===== config.mk =====
export PLATFORM = sky130hd
export DESIGN_NAME = lcdscan_top
export DESIGN_NICKNAME = d
export VERILOG_FILES = /design/src/rtl/lcdscan_pkg.sv /design/src/rtl/lcdscan_line_ctr.sv /design/src/rtl/lcdscan_fetch.sv /design/src/rtl/lcdscan_drive.sv /design/src/rtl/lcdscan_top.sv
export SDC_FILE = /design/constraint.sdc
export NUM_CORES = 1
export LEC_CHECK = 0
export BUFFER_PORTS_ARGS = -buffer_cell sky130_fd_sc_hd__buf_2
export CORE_MARGIN = 5
export CORE_UTILIZATION = 35
export DETAILED_ROUTE_END_ITERATION = 10
export SLEW_MARGIN = 20
export SYNTH_ARGS = -nofsm -noshare
export SYNTH_HDL_FRONTEND = slang
export SYNTH_SLANG_ARGS = --single-unit

===== constraint.sdc =====
create_clock -name clk -period 2.29 [get_ports clk]
set_input_delay 0.1145 -clock clk [delete_from_list [all_inputs] [get_ports clk]]
set_output_delay 0.1145 -clock clk [all_outputs]
set_load 0.01 [all_outputs]

===== src/rtl/lcdscan_pkg.sv =====
package lcdscan_pkg;

   // Drive-level codes: bit 1 = non-select, bit 0 = negative polarity half
   typedef enum logic [1:0] {
      LVL_SEL_POS  = 2'b00,
      LVL_SEL_NEG  = 2'b01,
      LVL_NSEL_POS = 2'b10,
      LVL_NSEL_NEG = 2'b11
   } lvl_e;

   function automatic lvl_e lvl_encode(input logic pix, input logic pol);
      lvl_e r;
      case ({pix, pol})
         2'b11:   r = LVL_SEL_POS;
         2'b10:   r = LVL_SEL_NEG;
         2'b01:   r = LVL_NSEL_POS;
         default: r = LVL_NSEL_NEG;
      endcase
      return r;
   endfunction

endpackage


===== src/rtl/lcdscan_line_ctr.sv =====
module lcdscan_line_ctr #(
   parameter int LINE_W = 6
) (
   input  logic              clk,
   input  logic              rst_n,
   input  logic              frm,
   input  logic              cl,
   input  logic [LINE_W-1:0] start_line,
   output logic [LINE_W-1:0] z,
   output logic              new_line,
   output logic              cl_rise
);

   logic cl_q;
   logic cl_fall;
   logic load_now;
   logic [LINE_W-1:0] z_nxt;

   if (LINE_W < 1) begin : g_bad_w
      $error("lcdscan_line_ctr: LINE_W must be at least 1");
   end

   // previous sample of the line clock, no reset so it tracks from power up
   always_ff @(posedge clk) cl_q <= cl;

   assign cl_fall = cl_q & ~cl;
   assign cl_rise = cl & ~cl_q;

   always_comb begin
      z_nxt    = z;
      load_now = 1'b0;
      if (cl_fall) begin
         z_nxt    = frm ? start_line : z + 1'b1;
         load_now = 1'b1;
      end else if (frm && (start_line != z)) begin
         z_nxt    = start_line;
         load_now = 1'b1;
      end
   end

   always_ff @(posedge clk) begin
      if (!rst_n) begin
         z        <= '0;
         new_line <= 1'b0;
      end else begin
         z        <= z_nxt;
         new_line <= load_now;
      end
   end

endmodule


===== src/rtl/lcdscan_fetch.sv =====
module lcdscan_fetch #(
   parameter int COLS   = 64,
   parameter int LINE_W = 6,
   parameter int DATA_W = 8,
   localparam int COL_W  = $clog2(COLS),
   localparam int BIT_W  = $clog2(DATA_W),
   localparam int PAGE_W = LINE_W - BIT_W,
   localparam int ADDR_W = PAGE_W + COL_W
) (
   input  logic              clk,
   input  logic              rst_n,
   input  logic [LINE_W-1:0] z,
   input  logic              new_line,
   input  logic              mpu_access,
   output logic              ram_rd_en,
   output logic [ADDR_W-1:0] ram_addr,
   input  logic [DATA_W-1:0] ram_rdata,
   output logic [COLS-1:0]   line_buf
);

   localparam logic [COL_W-1:0] COL_LAST = COL_W'(COLS - 1);

   if ((1 << COL_W) != COLS) begin : g_bad_cols
      $error("lcdscan_fetch: COLS must be a power of two");
   end
   if ((1 << BIT_W) != DATA_W) begin : g_bad_data
      $error("lcdscan_fetch: DATA_W must be a power of two");
   end
   if (PAGE_W < 1) begin : g_bad_page
      $error("lcdscan_fetch: LINE_W must exceed log2(DATA_W)");
   end

   logic             active;
   logic [COL_W-1:0] col;
   logic             pend;
   logic [COL_W-1:0] pend_col;
   logic             grant;
   logic [BIT_W-1:0] bit_sel;

   assign ram_rd_en = active & ~new_line;
   assign grant     = ram_rd_en & ~mpu_access;
   assign ram_addr  = {z[LINE_W-1:BIT_W], col};
   assign bit_sel   = z[BIT_W-1:0];

   // request sequencer: one column per granted cycle
   always_ff @(posedge clk) begin
      if (!rst_n) begin
         active   <= 1'b0;
         col      <= '0;
         pend     <= 1'b0;
         pend_col <= '0;
      end else if (new_line) begin
         active   <= 1'b1;
         col      <= '0;
         pend     <= 1'b0;
      end else begin
         pend     <= grant;
         pend_col <= col;
         if (grant) begin
            col <= col + 1'b1;
            if (col == COL_LAST) active <= 1'b0;
         end
      end
   end

   // staging buffer: picks the current line's bit out of each returned byte
   always_ff @(posedge clk) begin
      if (!rst_n) begin
         line_buf <= '0;
      end else if (pend && !new_line) begin
         line_buf[pend_col] <= ram_rdata[bit_sel];
      end
   end

endmodule


===== src/rtl/lcdscan_drive.sv =====
module lcdscan_drive
   import lcdscan_pkg::*;
#(
   parameter int COLS = 64
) (
   input  logic              clk,
   input  logic              rst_n,
   input  logic              cl_rise,
   input  logic [COLS-1:0]   line_buf,
   input  logic              disp_on,
   input  logic              adc,
   input  logic              m,
   output logic [COLS-1:0]   latch_q,
   output logic [2*COLS-1:0] seg_level
);

   if (COLS < 2) begin : g_bad_cols
      $error("lcdscan_drive: COLS must be at least 2");
   end

   always_ff @(posedge clk) begin
      if (!rst_n)       latch_q <= '0;
      else if (cl_rise) latch_q <= line_buf;
   end

   for (genvar k = 0; k < COLS; k++) begin : g_col
      logic pix_fwd;
      logic pix_rev;
      logic pix;
      assign pix_fwd = latch_q[k];
      assign pix_rev = latch_q[COLS-1-k];
      assign pix     = disp_on & (adc ? pix_fwd : pix_rev);
      assign seg_level[2*k +: 2] = lvl_encode(pix, m);
   end

endmodule


===== src/rtl/lcdscan_top.sv =====
module lcdscan_top #(
   parameter int COLS   = 64,
   parameter int LINE_W = 6,
   parameter int DATA_W = 8,
   localparam int ADDR_W = LINE_W - $clog2(DATA_W) + $clog2(COLS)
) (
   input  logic              clk,
   input  logic              rst_n,
   input  logic              frm,
   input  logic              cl,
   input  logic              m,
   input  logic [LINE_W-1:0] start_line,
   input  logic              disp_on,
   input  logic              adc,
   input  logic              mpu_access,
   output logic              ram_rd_en,
   output logic [ADDR_W-1:0] ram_addr,
   input  logic [DATA_W-1:0] ram_rdata,
   output logic [2*COLS-1:0] seg_level
);

   logic [LINE_W-1:0] z_cur;
   logic              new_line;
   logic              cl_rise;
   logic [COLS-1:0]   line_buf;
   logic [COLS-1:0]   latch_q;

   lcdscan_line_ctr #(.LINE_W(LINE_W)) u_lc (
      .clk(clk), .rst_n(rst_n), .frm(frm), .cl(cl),
      .start_line(start_line), .z(z_cur), .new_line(new_line),
      .cl_rise(cl_rise)
   );

   lcdscan_fetch #(.COLS(COLS), .LINE_W(LINE_W), .DATA_W(DATA_W)) u_fetch (
      .clk(clk), .rst_n(rst_n), .z(z_cur), .new_line(new_line),
      .mpu_access(mpu_access), .ram_rd_en(ram_rd_en), .ram_addr(ram_addr),
      .ram_rdata(ram_rdata), .line_buf(line_buf)
   );

   lcdscan_drive #(.COLS(COLS)) u_drive (
      .clk(clk), .rst_n(rst_n), .cl_rise(cl_rise), .line_buf(line_buf),
      .disp_on(disp_on), .adc(adc), .m(m), .latch_q(latch_q),
      .seg_level(seg_level)
   );

endmodule


### After elaboration in Yosys (flattened, before gate mapping)

Cells that the tools add are included.

| storage, ports and cells | value |
|---|---|
| flip-flop bits (word level) | 150 |
| RAM bits | 0 |
| input bits | 22 |
| logic and storage cells | 431 |
| memory bits (read-only) | 0 |
| memories | 0 |
| bits in latches | 0 |
| output and inout bits | 138 |

| operators by class | value |
|---|---|
| $add $sub $neg | 2 |
| $mul | 0 |
| reductions and logical operators | 9 |
| div/mod/pow operators | 0 |
| magnitude comparators | 3 |
| shift operators | 0 |
| mux-type cells | 141 |
| bitwise logic cells | 73 |
| equal/unequal tests | 194 |

Operators by type and width:

| operator | count |
|---|---|
| one-hot mux 2 bit (3 select lines) | 64 |
| equality test 2 bit (second input constant) | 128 |
| equality test 2 x 1 -> 1 bit (second input constant) | 64 |
| 2-to-1 mux 1 bit | 71 |
| AND 1 bit | 68 |
| bitwise mux 64 bit | 1 |
| 2-to-1 mux 6 bit | 3 |
| adder 6 x 1 -> 6 bit (second input constant) | 2 |
| < comparator 6 x 7 -> 1 bit (second input constant) | 1 |
| demux 1 bit (select 6 bit) | 1 |
| equality test 6 bit (second input constant) | 1 |
| greater-or-equal comparator 6 x 1 -> 1 bit (second input constant) | 1 |
| inequality test 6 bit | 1 |
| nonzero test 2 bit | 3 |
| inverter 1 bit | 5 |
| < comparator 3 x 4 -> 1 bit (second input constant) | 1 |
| binary-select mux 1 bit (select 3 bit) | 1 |
| logical AND 1 bit | 3 |
| AND reduction 2 bit | 1 |
| OR reduction 2 bit | 1 |
| logical NOT 1 bit | 1 |

### Logic depth before layout (Yosys ltp)

| depth | value |
|---|---|
| word-level depth | 5 |
| depth in mapped cells | 7 |
| gate-level depth less buffers | 5 |

### Modules after synthesis

From an unflattened synthesis, not the netlist that was laid out.

| unflattened totals | value |
|---|---|
| cells, all modules | 859 |
| area, all modules | 8051.5 um2 |

By module, submodules not included:

| module | instances | cells an instance | seq. area each (um2) | area an instance (um2) |
|---|---|---|---|---|
| lcdscan_drive | 1 | 419 | 1281.2 | 4036.4 |
| lcdscan_fetch | 1 | 369 | 1561.5 | 3413.3 |
| lcdscan_line_ctr | 1 | 71 | 160.2 | 601.8 |

### Least setup slack after synthesis

OpenSTA, ideal clock, no wires.

| timing path | value |
|---|---|
| path kind | flip-flop to flip-flop |
| from | reg u_lc.z[0] |
| to | reg u_fetch.line_buf[63] |
| buffers on the path | 3 |
| arrival | 1.780 ns |
| required time | 2.169 ns |
| path slack | 0.389 ns |
| stages on the path, launching flop included | 8 |
| setup time | 0.121 ns |
| period minus slack after synthesis | 1.901 ns |
| path through | dfxtp_1 -> buf_2 -> mux4_2 -> mux2_2 -> buf_4 -> buf_2 -> nor3_1 -> nor3b_1 |

| on the way | value |
|---|---|
| cells in the longest elaborated chain, start to end | 3 |

Ends and longest elaborated chain:

| element | line | source |
|---|---|---|
| from (decl) | lcdscan_line_ctr.sv:9 | `output logic [LINE_W-1:0] z,` |
| from (signal assigned) | lcdscan_line_ctr.sv:46 | `z <= z_nxt;` |
| binary-select mux 1 bit (select 3 bit) | lcdscan_fetch.sv:71 | `line_buf[pend_col] <= ram_rdata[bit_sel];` |
| 2-to-1 mux 1 bit (implied by the code) | lcdscan_fetch.sv:71 |  |
| bitwise mux 64 bit | lcdscan_fetch.sv:71 |  |
| to (signal, indexed assignment) | lcdscan_fetch.sv:71 |  |
| to (decl) | lcdscan_fetch.sv:18 | `output logic [COLS-1:0] line_buf` |

Every way passes these cells. The select of a mux whose other input is x is not followed.
A chain may end at the register's enable or synchronous reset.

### Worst setup path after layout

| timing path | value |
|---|---|
| from | reg u_lc.z[0] |
| to | reg u_fetch.line_buf[42] |

The elaborated chain is that of the path after synthesis.

==> results.yml <==
outcome:
  status: "complete, no violations"
global_route:
  grt_pass1_wl_um: 33000
  overflow: 0
  grt_start_max_net_pins: 137
  grt_pass1_vias: 6484
  grt_use_met3_pct: 3.96
  met2_usage_pct: 25.2
  grtUsageMet1_pct: 22.8
  grt_busiest_layer: "met2"
  grt_usage_pct: 16.3
  antenna_found_initial: 0
setup_path:
  path_delay_family: "multiplexers"
  worstPathCellList: "mux4_2 > mux2_2 > buf_12 > nor3_1 > nor3b_1"
  endpoint_kind: "flop"
  cp-start-kind: "flop"
  timing.rr.start: "u_lc.z[0]"
  rr_worst_depth: 5
  cp_slowest_cell: "mux4_2"
  path_buf_inv: 1
  arrival_ps: 2330
  slowest_delay_ps: 510
  r2r_slack_ps: 270
  cp_data_required_time_ps: 2590
  r2r_end: "u_fetch.line_buf[42]"
  crit_fanout: 47
  crit_type: "flop to flop"
final_layout:
  num-nets-final: 1095
  final_cell_mix: "207 x nand2_1, 159 x buf_2, 150 x dfxtp_1, 71 x nor3_1, 68 x a21oi_1"
  final_common_cell: "nand2_1"
  area_growth_pct: 21.4
  drive_above_1_share_pct: 26.4
  n_antenna_cell: 0
placed_design:
  hpwlAfterDp_um: 13600
  io_buffer_count: 159
  place.gp.congestion: 0.806
timing:
  finalCritPeriodShare_pct: 88.4
  rsz0062_at_grt: "false"
  setup_viol_count_final: 0
  hold_viol_final: 0
  fin_skew_ps: 9.82
  max_freq_mhz: 494
  fin_crit_ps: 2020
  worst_slew_pin_slew_ps: 874
  slew_violations: 0
  maxSlewHeadroom_pct: 41.7
  tns_ps: 0
clock_network:
  h-tree-depth: 4
  cts_tree: "done"
  clock_latency_ps: 420
  cts_sinks: 150
  cts-root-buf: "clkbuf_16"
  postCtsSetupBuffers: 0
  cts.clk_slew.worst_paths_ps: 60
  ctsHoldBuffers: 1
  tritoncts.num_buffers: 17
  clock_path_buffers: 2
  cts_resized: 0
synth:
  syn-instance-count: 954
  yosysWarnings: 0
  synth.avg_cell_area_um2: 7.96
  syn_area_mm2: 0.00759
  yosys-top-cells-area: "dfxtp_1 40%, nand2_1 10%, mux2_2 9.6%, nor3b_1 6.5%, a21boi_0 6.4%"
  synth_cell_type_count: 43
  yosysSeqAreaShare_pct: 39.6
  synthesis.nets: 978
  yosys.area.top_type: "dfxtp_1"
  ys_ff_latch: 150
  synth_top_area_share_pct: 39.6
detailed_routing:
  totalWireLength_um: 20000
  antenna_left: 0
  dr_total_vias: 6685
  viasPerCell: 4.92
  drcViolationCount: 0
  wl_per_cell_um: 14.7
  drtIter0Drc: 530
  drtPass1Iterations: 5
hold_path:
  holdPathEnd: "u_lc.z[4]"
  holdPathStages: 3
  min_from: "start_line[4]"
  hold_path.class: "input port to flop"
power:
  peakVddDrop_mv: 0.466
  finalPower_uw: 5880
  p_per_area_mw_per_mm2: 638
  p_leak_uw: 0.00343
floorplanning:
  start_util_pct: 35.8
  core_area_mm2: 0.0212
  dieArea_mm2: 0.0247
  pin_count: 160
  fp-row-count: 53
  die_x_um: 157
  chipHeight_um: 157
flow_run:
  cap_violations: 0
[sequential cells by signal (all words and copies together), names as in the netlist]
register / cells
u_drive.latch_q: 64
u_fetch.active: 1
u_fetch.col: 6
u_fetch.line_buf: 64
u_fetch.pend: 1
u_fetch.pend_col: 6
u_lc.cl_q: 1
u_lc.new_line: 1
u_lc.z: 6
[layer usage]
metal	routed length [um]	vias up
met5	0	-
met4	269	0
met3	1350	19
met2	8790	213
met1	9590	3028
li1	-	3425
[where the power goes]
| part | switching, uW | internal (uW) |
|---|---|---|
| combinational | 300 | 197 |
| sequential | 21.7 | 2620 |
| clock | 1090 | 1640 |
[synth_stat cells (all sizes together)]
library cell and instances:
o211ai 1, nor3b 67, buf 30, a21oi 68
o2111ai 1, o311ai 1, nand2 207, and3b 2
nor2 17, o2111a 1, or3b 2, o41a 1
nor3 71, and2 4, nand3b 4, nand4 3
nor2b 11, and3 6, inv 64, nand3 5
a21boi 65, dfxtp 150, a32o 1, clkbuf 55
and4 1, ha 2, mux2 65, o32ai 1
or3 5, o21ai 9, nand2b 6, mux2i 8
mux4 2, o21a 3, xnor2 8, or2 4
xor2 3
[worst min-delay path: cells and delay by family]
family,cells,cell delay (ps)
AO/OA/AOI/OAI,2,210
buffers and inverters,1,100
[final cells by class]
cell class	instances	area (um^2)
multi-input combinational	655	4000
clock buffer	22	454
fill	2138	12000
tap	275	344
timing repair buffer	183	1050
clock inverter	10	121
sequential	150	3000
inverter	64	240
[kinds of logic (layout without fill, tap and decap cells)]
logic type | after synthesis | in the layout | synth area share (%)
AND/OR/NAND/NOR | 415 | 415 | 27.0
AO/OA/AOI/OAI | 152 | 152 | 12.7
multiplexers | 75 | 75 | 11.3
flip-flops | 150 | 150 | 39.6
XOR/XNOR | 11 | 11 | 1.27
adder cells (fa/ha/maj) | 2 | 2 | 0.330
buffers and inverters | 149 | 279 | 7.90
[through the flow]
step           cell area, um^2  instances  setup WS [ps]  hold slack, ps  util [%]
4_1_cts                   9210       1359            244            25.6      43.4
6_report                  9210       1359            267            43.8      43.4
3_3_place_gp              8630       1326            333             282      40.7
3_5_place_dp              8630       1326            290             285      40.7
5_1_grt                   9210       1359           88.9            67.9      43.4
2_1_floorplan             7590        954            389             142         -
[worst max path at each step]
stage / from / to / slack (ps) / cells after the start
2_1_floorplan: u_lc.z[0] / u_fetch.line_buf[63] / 390 / 7
3_5_place_dp: u_lc.z[0] / u_fetch.line_buf[50] / 290 / 5
5_1_grt: u_lc.z[0] / u_fetch.line_buf[36] / 90 / 5
4_1_cts: u_lc.z[0] / u_fetch.line_buf[42] / 240 / 5
3_3_place_gp: u_lc.z[0] / u_fetch.line_buf[47] / 330 / 5
6_report: u_lc.z[0] / u_fetch.line_buf[42] / 270 / 5
No activity file was read; power rests on OpenSTA's default activity.
